--- src/rtl/mutex_pkg.sv ---
package mutex_pkg;
  localparam int NUM_THREADS   = 3;
  localparam int NUM_LOCKS     = 4;
  localparam int INSTR_W       = 32;
  localparam int OPC_W         = 8;
  localparam int MASK_W        = 8;
  localparam int SYNC_MASK_BIT = 1;
  localparam int IDX_BITS      = 3;
  localparam int OWN_W         = $clog2(NUM_THREADS + 1);
  localparam int TID_W         = $clog2(NUM_THREADS);

  localparam logic [OPC_W-1:0] OPC_ACQ = 8'hA0;
  localparam logic [OPC_W-1:0] OPC_REL = 8'hA1;

  typedef logic [OWN_W-1:0] owner_t;  // 0 = free, t+1 = thread t
  typedef logic [TID_W-1:0] tid_t;

  localparam owner_t OWNER_FREE = '0;

  typedef struct packed {
    logic                 ok;
    logic [TID_W-1:0]     lock;
  } lock_sel_t;

  // control -> datapath strobes
  typedef struct packed {
    logic   [NUM_LOCKS-1:0]            wrOwner;
    owner_t [NUM_LOCKS-1:0]            newOwner;
    logic   [NUM_LOCKS-1:0]            wrPtr;
    tid_t   [NUM_LOCKS-1:0]            newPtr;
  } lock_strobe_t;

  function automatic lock_sel_t decodeIndex(input logic [IDX_BITS-1:0] code);
    lock_sel_t r;
    r.ok   = 1'b1;
    r.lock = '0;
    case (code)
      3'd0: r.lock = 2'd0;
      3'd2: r.lock = 2'd1;
      3'd3: r.lock = 2'd2;
      3'd4: r.lock = 2'd3;
      default: r.ok = 1'b0;
    endcase
    return r;
  endfunction

  function automatic tid_t nextTid(input int t);
    return (t == NUM_THREADS - 1) ? tid_t'(0) : tid_t'(t + 1);
  endfunction
endpackage

--- src/rtl/mutex_ctrl.sv ---
module mutex_ctrl
  import mutex_pkg::*;
(
  input  logic [NUM_THREADS-1:0]              instrValid,
  input  logic [NUM_THREADS-1:0][INSTR_W-1:0] instrWord,
  input  logic [NUM_THREADS-1:0][MASK_W-1:0]  stallMask,
  input  logic [NUM_THREADS-1:0]              waitPending,
  input  owner_t [NUM_LOCKS-1:0]              ownerQ,
  input  tid_t   [NUM_LOCKS-1:0]              ptrQ,
  output logic [NUM_THREADS-1:0]              done,
  output logic [NUM_THREADS-1:0]              stall,
  output lock_strobe_t                        strobe
);
  logic [NUM_THREADS-1:0] isAcq, isRel, isSync, eligible;
  tid_t [NUM_THREADS-1:0] lockId;
  logic [NUM_LOCKS-1:0][NUM_THREADS-1:0] lockGrant;

  always_comb begin
    for (int t = 0; t < NUM_THREADS; t++) begin
      lock_sel_t sel;
      logic gateOpen;
      owner_t cur;
      sel       = decodeIndex(instrWord[t][IDX_BITS-1:0]);
      isAcq[t]  = instrValid[t] && (instrWord[t][INSTR_W-1 -: OPC_W] == OPC_ACQ);
      isRel[t]  = instrValid[t] && (instrWord[t][INSTR_W-1 -: OPC_W] == OPC_REL);
      isSync[t] = isAcq[t] || isRel[t];
      lockId[t] = sel.lock;
      gateOpen  = !(stallMask[t][SYNC_MASK_BIT] && waitPending[t]);
      cur       = ownerQ[sel.lock];
      eligible[t] = isSync[t] && sel.ok && gateOpen &&
                    (isRel[t] || cur == OWNER_FREE || cur == owner_t'(t + 1));
    end
  end

  for (genvar gl = 0; gl < NUM_LOCKS; gl++) begin : g_lock
    always_comb begin
      logic found;
      found = 1'b0;
      lockGrant[gl]        = '0;
      strobe.wrOwner[gl]   = 1'b0;
      strobe.newOwner[gl]  = OWNER_FREE;
      strobe.wrPtr[gl]     = 1'b0;
      strobe.newPtr[gl]    = '0;
      for (int k = 0; k < NUM_THREADS; k++) begin
        int tt;
        tt = int'(ptrQ[gl]) + k;
        if (tt >= NUM_THREADS) tt = tt - NUM_THREADS;
        if (!found && eligible[tt] && lockId[tt] == tid_t'(gl)) begin
          found = 1'b1;
          lockGrant[gl][tt] = 1'b1;
          if (isAcq[tt]) begin
            strobe.wrOwner[gl]  = 1'b1;
            strobe.newOwner[gl] = owner_t'(tt + 1);
            strobe.wrPtr[gl]    = 1'b1;
            strobe.newPtr[gl]   = nextTid(tt);
          end else if (ownerQ[gl] == owner_t'(tt + 1)) begin
            strobe.wrOwner[gl]  = 1'b1;
            strobe.newOwner[gl] = OWNER_FREE;
            strobe.wrPtr[gl]    = 1'b1;
            strobe.newPtr[gl]   = nextTid(tt);
          end
        end
      end
    end
  end

  always_comb begin
    done = '0;
    for (int l = 0; l < NUM_LOCKS; l++) done = done | lockGrant[l];
    stall = isSync & ~done;
  end
endmodule

--- src/rtl/mutex_dp.sv ---
module mutex_dp
  import mutex_pkg::*;
(
  input  logic                   clk,
  input  logic                   rstN,
  input  lock_strobe_t           strobe,
  output owner_t [NUM_LOCKS-1:0] ownerQ,
  output tid_t   [NUM_LOCKS-1:0] ptrQ
);
  for (genvar gl = 0; gl < NUM_LOCKS; gl++) begin : g_lock
    always_ff @(posedge clk or negedge rstN) begin
      if (!rstN) begin
        ownerQ[gl] <= OWNER_FREE;
        ptrQ[gl]   <= '0;
      end else begin
        if (strobe.wrOwner[gl]) ownerQ[gl] <= strobe.newOwner[gl];
        if (strobe.wrPtr[gl])   ptrQ[gl]   <= strobe.newPtr[gl];
      end
    end
  end
endmodule

--- src/rtl/mutex_unit.sv ---
module mutex_unit
  import mutex_pkg::*;
(
  input  logic                                clk,
  input  logic                                rstN,
  input  logic [NUM_THREADS-1:0]              instrValid,
  input  logic [NUM_THREADS-1:0][INSTR_W-1:0] instrWord,
  input  logic [NUM_THREADS-1:0][MASK_W-1:0]  stallMask,
  input  logic [NUM_THREADS-1:0]              waitPending,
  output logic [NUM_THREADS-1:0]              done,
  output logic [NUM_THREADS-1:0]              stall
);
  owner_t [NUM_LOCKS-1:0] ownerQ;
  tid_t   [NUM_LOCKS-1:0] ptrQ;
  lock_strobe_t           strobe;

  mutex_ctrl u_ctrl (
    .instrValid (instrValid),
    .instrWord  (instrWord),
    .stallMask  (stallMask),
    .waitPending(waitPending),
    .ownerQ     (ownerQ),
    .ptrQ       (ptrQ),
    .done       (done),
    .stall      (stall),
    .strobe     (strobe)
  );

  mutex_dp u_dp (
    .clk   (clk),
    .rstN  (rstN),
    .strobe(strobe),
    .ownerQ(ownerQ),
    .ptrQ  (ptrQ)
  );
endmodule

--- config.mk ---
export PLATFORM = sky130hd
export DESIGN_NAME = mutex_unit
export DESIGN_NICKNAME = d
export VERILOG_FILES = /design/src/rtl/mutex_pkg.sv /design/src/rtl/mutex_ctrl.sv /design/src/rtl/mutex_dp.sv /design/src/rtl/mutex_unit.sv
export SDC_FILE = /design/constraint.sdc
export NUM_CORES = 1
export LEC_CHECK = 0
export ABC_AREA = 1
export BUFFER_PORTS_ARGS = -buffer_cell sky130_fd_sc_hd__buf_2
export CORE_MARGIN = 8
export CORE_UTILIZATION = 46
export DETAILED_ROUTE_END_ITERATION = 6
export GPL_ROUTABILITY_DRIVEN = 0
export GPL_TIMING_DRIVEN = 0
export PLACE_DENSITY = 0.77
export SLEW_MARGIN = 30
export SYNTH_ARGS = -nofsm -noshare
export SYNTH_HDL_FRONTEND = slang
export SYNTH_HIERARCHICAL = 1
export SYNTH_SLANG_ARGS = --single-unit
--- constraint.sdc ---
create_clock -name clk -period 2.3 [get_ports clk]
set_input_delay 0.115 -clock clk [delete_from_list [all_inputs] [get_ports clk]]
set_output_delay 0.115 -clock clk [all_outputs]
set_load 0.1 [all_outputs]
Word-level counts from Yosys, hierarchy flattened

Index checks and enable logic that the tools add are counted.

Register bits after elaboration: 16
Input bits: 128
Output and inout bits: 6

Add/sub/neg operators: 32
$lt $le $gt $ge: 39
Equality and inequality tests: 51
Muxes and demuxes: 292
Bitwise gates (word level): 13
Reduce and logical (&&, ||, !) cells: 82

Operators by type and width:

| operator                | count |
|---|---|
| $eq A32 B3 Y1 const B   | 12 |
| $ge A32 B1 Y1 const B   | 12 |
| $lt A32 B4 Y1 const B   | 12 |
| $mux W32                | 12 |
| $ge A32 B3 Y1 const B   | 8 |
| $sub A32 B3 Y32 const B | 8 |
| $mux W2                 | 107 |
| $mux W1                 | 107 |
| $bmux W2 S2             | 15 |
| $logic_and A1 B1 Y1     | 50 |
| $bmux W1 S2             | 24 |
| $eq A8 B8 Y1 const B    | 6 |
| $mux W3                 | 12 |
| $or A3 B3 Y3            | 11 |
| $add A2 B2 Y2 const B   | 12 |
| $demux W1 S2            | 12 |
| $eq A2 B2 Y1            | 12 |
| $eq A3 B2 Y1 const B    | 6 |
| $pmux W2 S3             | 3 |
| $eq A2 B2 Y1 const B    | 8 |
| $add A2 B1 Y3 const B   | 4 |
| $add A2 B2 Y3 const B   | 4 |
| $logic_not A2 Y1        | 6 |
| $reduce_or A4 Y1        | 3 |
| 10 further kinds        | 43 |

Depth between registers and ports, before layout

Depth in word-level cells: 26
Depth in mapped cells: 22

By module

Netlist, hierarchy kept.

Modules (own cells, without submodules):

| module     | instances | cells an instance | area each (um^2) | sequential area each (um^2) |
|---|---|---|---|---|
| mutex_ctrl | 1         | 555               | 2824.0           | 0.0 |
| mutex_dp   | 1         | 72                | 610.6            | 400.4 |

Worst setup path after synthesis

Ideal clock, no wire load.

Path kind: register to output
Start: register u_dp/ptrQ[0] in the netlist's numbering
End: output stall[1]
Arrival: 4176 ps
Data required time: 2185 ps
Setup slack: -1991 ps
Cell stages (with the launch flop): 15
Buffers on the path: 1
Path through: dfrtp_1 > inv_1 > ha_1 > clkbuf_1 > inv_1 > nand2_1 > nand2_1 > and3_1 > nor2_1 > nand2_2 > nand4_1 > nand2_1 > nor2_1 > nand3_1 > nor2_1

Cells in the longest elaborated chain, start to end: 21
Elaborated cells between the ends (all ways): 66
Classes of those cells: add/sub: 5; order compare: 9; mux: 32; bitwise: 7; reduce/logical: 13

RTL lines:

| item                                                                     | line             | RTL |
|---|---|---|
| from (decl)                                                              | mutex_dp.sv:8    | `output tid_t [NUM_LOCKS-1:0] ptrQ` |
| from (signal, indexed assignment)                                        | mutex_dp.sv:17   | `if (strobe.wrPtr[gl]) ptrQ[gl] <= strobe.newPtr[gl];` |
| parallel branches: the longest is 15 deep, another holds $sub A32 B3 Y32 | -                |  |
| $mux W3 *                                                                | mutex_ctrl.sv:48 | `if (!found && eligible[tt] && lockId[tt] == tid_t'(gl)) begin` |
| $or A3 B3 Y3 * (3 in series)                                             | mutex_ctrl.sv:69 | `for (int l = 0; l < NUM_LOCKS; l++) done = done \| lockGrant[l];` |
| named net done[1]                                                        | mutex_unit.sv:10 | `output logic [NUM_THREADS-1:0] done,` |
| $not A3 Y3 *                                                             | mutex_ctrl.sv:70 | `stall = isSync & ~done;` |
| $and A3 B3 Y3 *                                                          | mutex_ctrl.sv:70 |  |
| to (decl)                                                                | mutex_unit.sv:11 | `output logic [NUM_THREADS-1:0] stall` |

Mark *: on every way through the listed nets, which the timed path passes. The select of a mux whose other input is x is not followed.

Worst setup path in the final report

Start: register u_dp/ownerQ[4] in the netlist's numbering
End: output stall[2]

Cells in the longest elaborated chain, start to end: 24
Elaborated cells between the ends (all ways): 118
Classes of those cells: eq/ne: 3; mux: 62; bitwise: 13; reduce/logical: 40

RTL lines:

| item                                        | line             | RTL |
|---|---|---|
| from (decl)                                 | mutex_dp.sv:7    | `output owner_t [NUM_LOCKS-1:0] ownerQ,` |
| from (signal, indexed assignment)           | mutex_dp.sv:16   | `if (strobe.wrOwner[gl]) ownerQ[gl] <= strobe.newOwner[gl];` |
| $bmux W2 S2                                 | mutex_ctrl.sv:29 | `cur = ownerQ[sel.lock];` |
| $mux W2 (implied by the code)               | mutex_ctrl.sv:29 |  |
| $logic_not A2 Y1                            | mutex_ctrl.sv:31 | `(isRel[t] \|\| cur == OWNER_FREE \|\| cur == owner_t'(t + 1));` |
| $logic_or A1 B1 Y1 (2 in series)            | mutex_ctrl.sv:31 |  |
| $logic_and A1 B1 Y1                         | mutex_ctrl.sv:30 | `eligible[t] = isSync[t] && sel.ok && gateOpen &&` |
| $bmux W1 S2                                 | mutex_ctrl.sv:48 |  |
| $mux W1 (implied by the code) (2 in series) | mutex_ctrl.sv:48 |  |
| $logic_and A1 B1 Y1                         | mutex_ctrl.sv:48 |  |
| [4 not listed]                              | -                |  |
| $mux W1                                     | mutex_ctrl.sv:48 |  |
| $logic_not A1 Y1                            | mutex_ctrl.sv:48 |  |
| $logic_and A1 B1 Y1 (2 in series)           | mutex_ctrl.sv:48 |  |
| $mux W3                                     | mutex_ctrl.sv:48 |  |
| $or A3 B3 Y3 (2 in series)                  | mutex_ctrl.sv:69 |  |
| $or A3 B3 Y3 *                              | mutex_ctrl.sv:69 |  |
| $not A3 Y3 *                                | mutex_ctrl.sv:70 |  |
| $and A3 B3 Y3 *                             | mutex_ctrl.sv:70 |  |

Every way passes the cells marked *; elsewhere a longest branch is shown, timed or not. The select of a mux whose other input is x is not followed.

==> results.ini <==
[status]
status = finished, violations left
failed_checks = DRC, setup timing

[synth]
avgSynthCellArea_sq_um = 5.48
synthFlopType = dfrtp_1
synthTopCellsByCount = nand2_1 (207), nand3_1 (74), inv_1 (72)
seq_area_frac_synth_pct = 11.7
yosys-top-cells-area = nand2_1 (23%), dfrtp_1 (12%), nand3_1 (11%)
yosys.area.top_type = nand2_1
synthesis.area_sq_um = 3430
synth_warnings = 6
syn_nets = 771
synth_top_area_share_pct = 22.6
synth.distinct_cells = 46
synth.most_common_cell = nand2_1
ys_ff_latch = 16
synth_edf_count = 0
syn_inst = 627
ys_async_sr_fraction_pct = 100

[global_route]
grt_max_degree = 17
overflow = 0
met2_usage_pct = 39.0
grt.total_usage_pct = 22.7
antenna_found_initial = 0
met3_usage_pct = 3.95
grt.met1_usage_pct = 26.6
grt_pass1_vias = 4294
grt_first_pass_wirelength_um = 19400
grt.busiest_layer = met2

[sta]
min_period_ns = 2.69
hold_viol = 0
final.setup.tns_ns = -3.70
rsz0062_at_grt = true
final.setup.worst_slack_ns = -0.393
finalSetupViolCount = 18
fmax_mhz = 371
fin_crit_sh_pct = 117
skew_ns = 0.00450
slew_headroom_pct = 57.5
slew_viol_final = 0
max_slew.worst_pin.slew_ns = 0.630

[worst_setup_path]
worstPathMaxFanout = 7
cp_common_cell = nand2_1
arrival_ns = 2.58
crit_slowest_cell = dfrtp_2
critPathMaxStageDelay_ns = 0.47
r2r_setup_slack_ns = -0.19
rr_startpoint = u_dp/ownerQ[4]
cpLargestDelayFamily = simple AND/OR/NAND/NOR gates
cp-start-kind = flop
reg2reg_to = u_dp/ownerQ[1]
ff2ff_path_depth = 16
path_cells = inv_2 -> o21ai_1 -> nand2_1 -> nand2_1 -> nand2_2 -> nand3_4 -> buf_8 -> nand4_1 -> nand2_1 -> inv_2 -> nor2_4 -> nand2_1 -> o21ai_1 -> nor2_2 -> nand2_4 -> nor2_4 -> buf_12
cp.required_ns = 2.18
critPathBufInv = 4
crit_path_end_kind = output port
critPathKind = flop to output port

[floorplanning]
core-area_sq_um = 7250
num_io_pins = 134
placementRows = 31
die-area_sq_um = 10500
fp.dieW_um = 102
die_y_um = 102
initial_core_util_pct = 47.4

[pwr]
power_density_nw_per_um2 = 145
p_seq_share_pct = 39.2
power.switching_mw = 0.223
p_clk_share_pct = 40.1
p_int_mw = 0.495
p_leak_nw = 2.52
switching_share_pct = 31.0
comb_power_share_pct = 20.7
power_mw = 0.718
vdd_ir_drop_max_v = 0.000175

[finish]
seq_area_sq_um = 409
areaGrowthSynthToFinish_pct = 43.7
drive_above_1_share_pct = 36.7
final_util_pct = 68.0
layout.cells.non_filler = 832
nFillCells = 610
final_nets = 878
final_cell_area_sq_um = 4930
antenna_cells = 0
multiInputGateArea_sq_um = 3070

[drt]
wl_per_cell_um = 15.9
first_pass_iters = 7
drc = 6
drt_iter0_markers = 521
antenna_left = 0
num_vias = 4922
via_per_inst = 5.92
finalWirelength_um = 13200

[placement]
placed_cells = 775
hpwlAfterDp_um = 8910
post_dp_cell_area_sq_um = 3940
numPortBuffers = 49

[cts]
clk_path_buf_depth = 2
cts_tree = built
cts-buffers-inserted = 3
cts.reportedPaths.clkPinSlew_ns = 0.08
h-tree-depth = 1
root_buffer = clkbuf_8
insertion_delay_ns = 0.27
clock-sinks = 16

[hold_path]
hold_path_class = input pin to async pin

[job]
maxCapViolations = 0

[power by group through the flow]
stage	logic [mW]	clock network (mW)	registers [mW]
final	0.149	0.288	0.281
after global routing	0.162	0.307	0.281
after CTS	0.133	0.294	0.281
after detailed placement	0.124	0	0.287
after global placement	0.120	0	0.287
after floorplan	0.0613	0	0.287
[worst max-delay path by stage]
stage	end	cells past startpoint	slack, ns	start
3_5_place_dp	u_dp/ownerQ[1]	16	-0.49	instrWord[89]
3_3_place_gp	u_dp/ownerQ[1]	16	-0.44	instrWord[89]
6_report	stall[2]	17	-0.39	u_dp/ownerQ[4]
5_1_grt	done[0]	17	-0.49	u_dp/ptrQ[1]
2_1_floorplan	stall[1]	14	-0.35	u_dp/ptrQ[0]
4_1_cts	done[0]	19	-0.27	u_dp/ownerQ[1]
[sequential cells by signal (all words and copies together) (netlist names)]
| register | cells |
|---|---|
| u_dp/ptrQ | 8 |
| u_dp/ownerQ | 8 |
[cells by family after synthesis]
logic type      count (synthesis)  share of synthesized area [%]
fa+ha+maj                      16                           5.83
buf+inv                        98                           11.4
simple gates                  408                           53.8
xor+xnor                       12                           3.06
compound gates                 77                           14.2
flops                          16                           11.7
[final cells by class]
cell class | instances | share of cell area [%]
multi-input combinational | 513 | 62.2
timing repair buffer | 104 | 15.6
sequential | 16 | 8.29
inverter | 80 | 6.85
buffer | 16 | 3.37
tap | 99 | 2.51
clock buffer | 4 | 1.12
[per-layer routing]
layer	routed length, um	part of all wire (%)
met5	0	0
met3	1390	11
met1	4920	37
met4	754	5.7
met2	6170	47
[what timing repair did]
action,4_1_cts,5_1_grt
buffers inserted,33,20
hold buffers,1,0
endpoints found under the hold margin,16,0
resized for setup,91,74
cloned,0,1
pin swaps,31,53
setup endpoints to repair,22,22
[metrics by stage]
step,hold slack [ns],setup WS (ns)
after floorplan,-0.181,-0.354
after global placement,0.0733,-0.444
after detailed placement,0.0810,-0.488
after CTS,0.328,-0.272
after global routing,0.358,-0.491
final,0.317,-0.393
[cells in the final DEF, fill, tap and decap left out, drive strengths merged, types with 5 or more instances in the layout]
cell type	count
a21oi	15
buf	113
clkbuf	10
dfrtp	16
ha	16
inv	79
nand2	220
nand3	78
nand4	22
nor2	66
nor3	11
o211ai	16
o21ai	32
xnor2	5
xor2	7
Note: power is estimated with default switching activity, not from simulation.
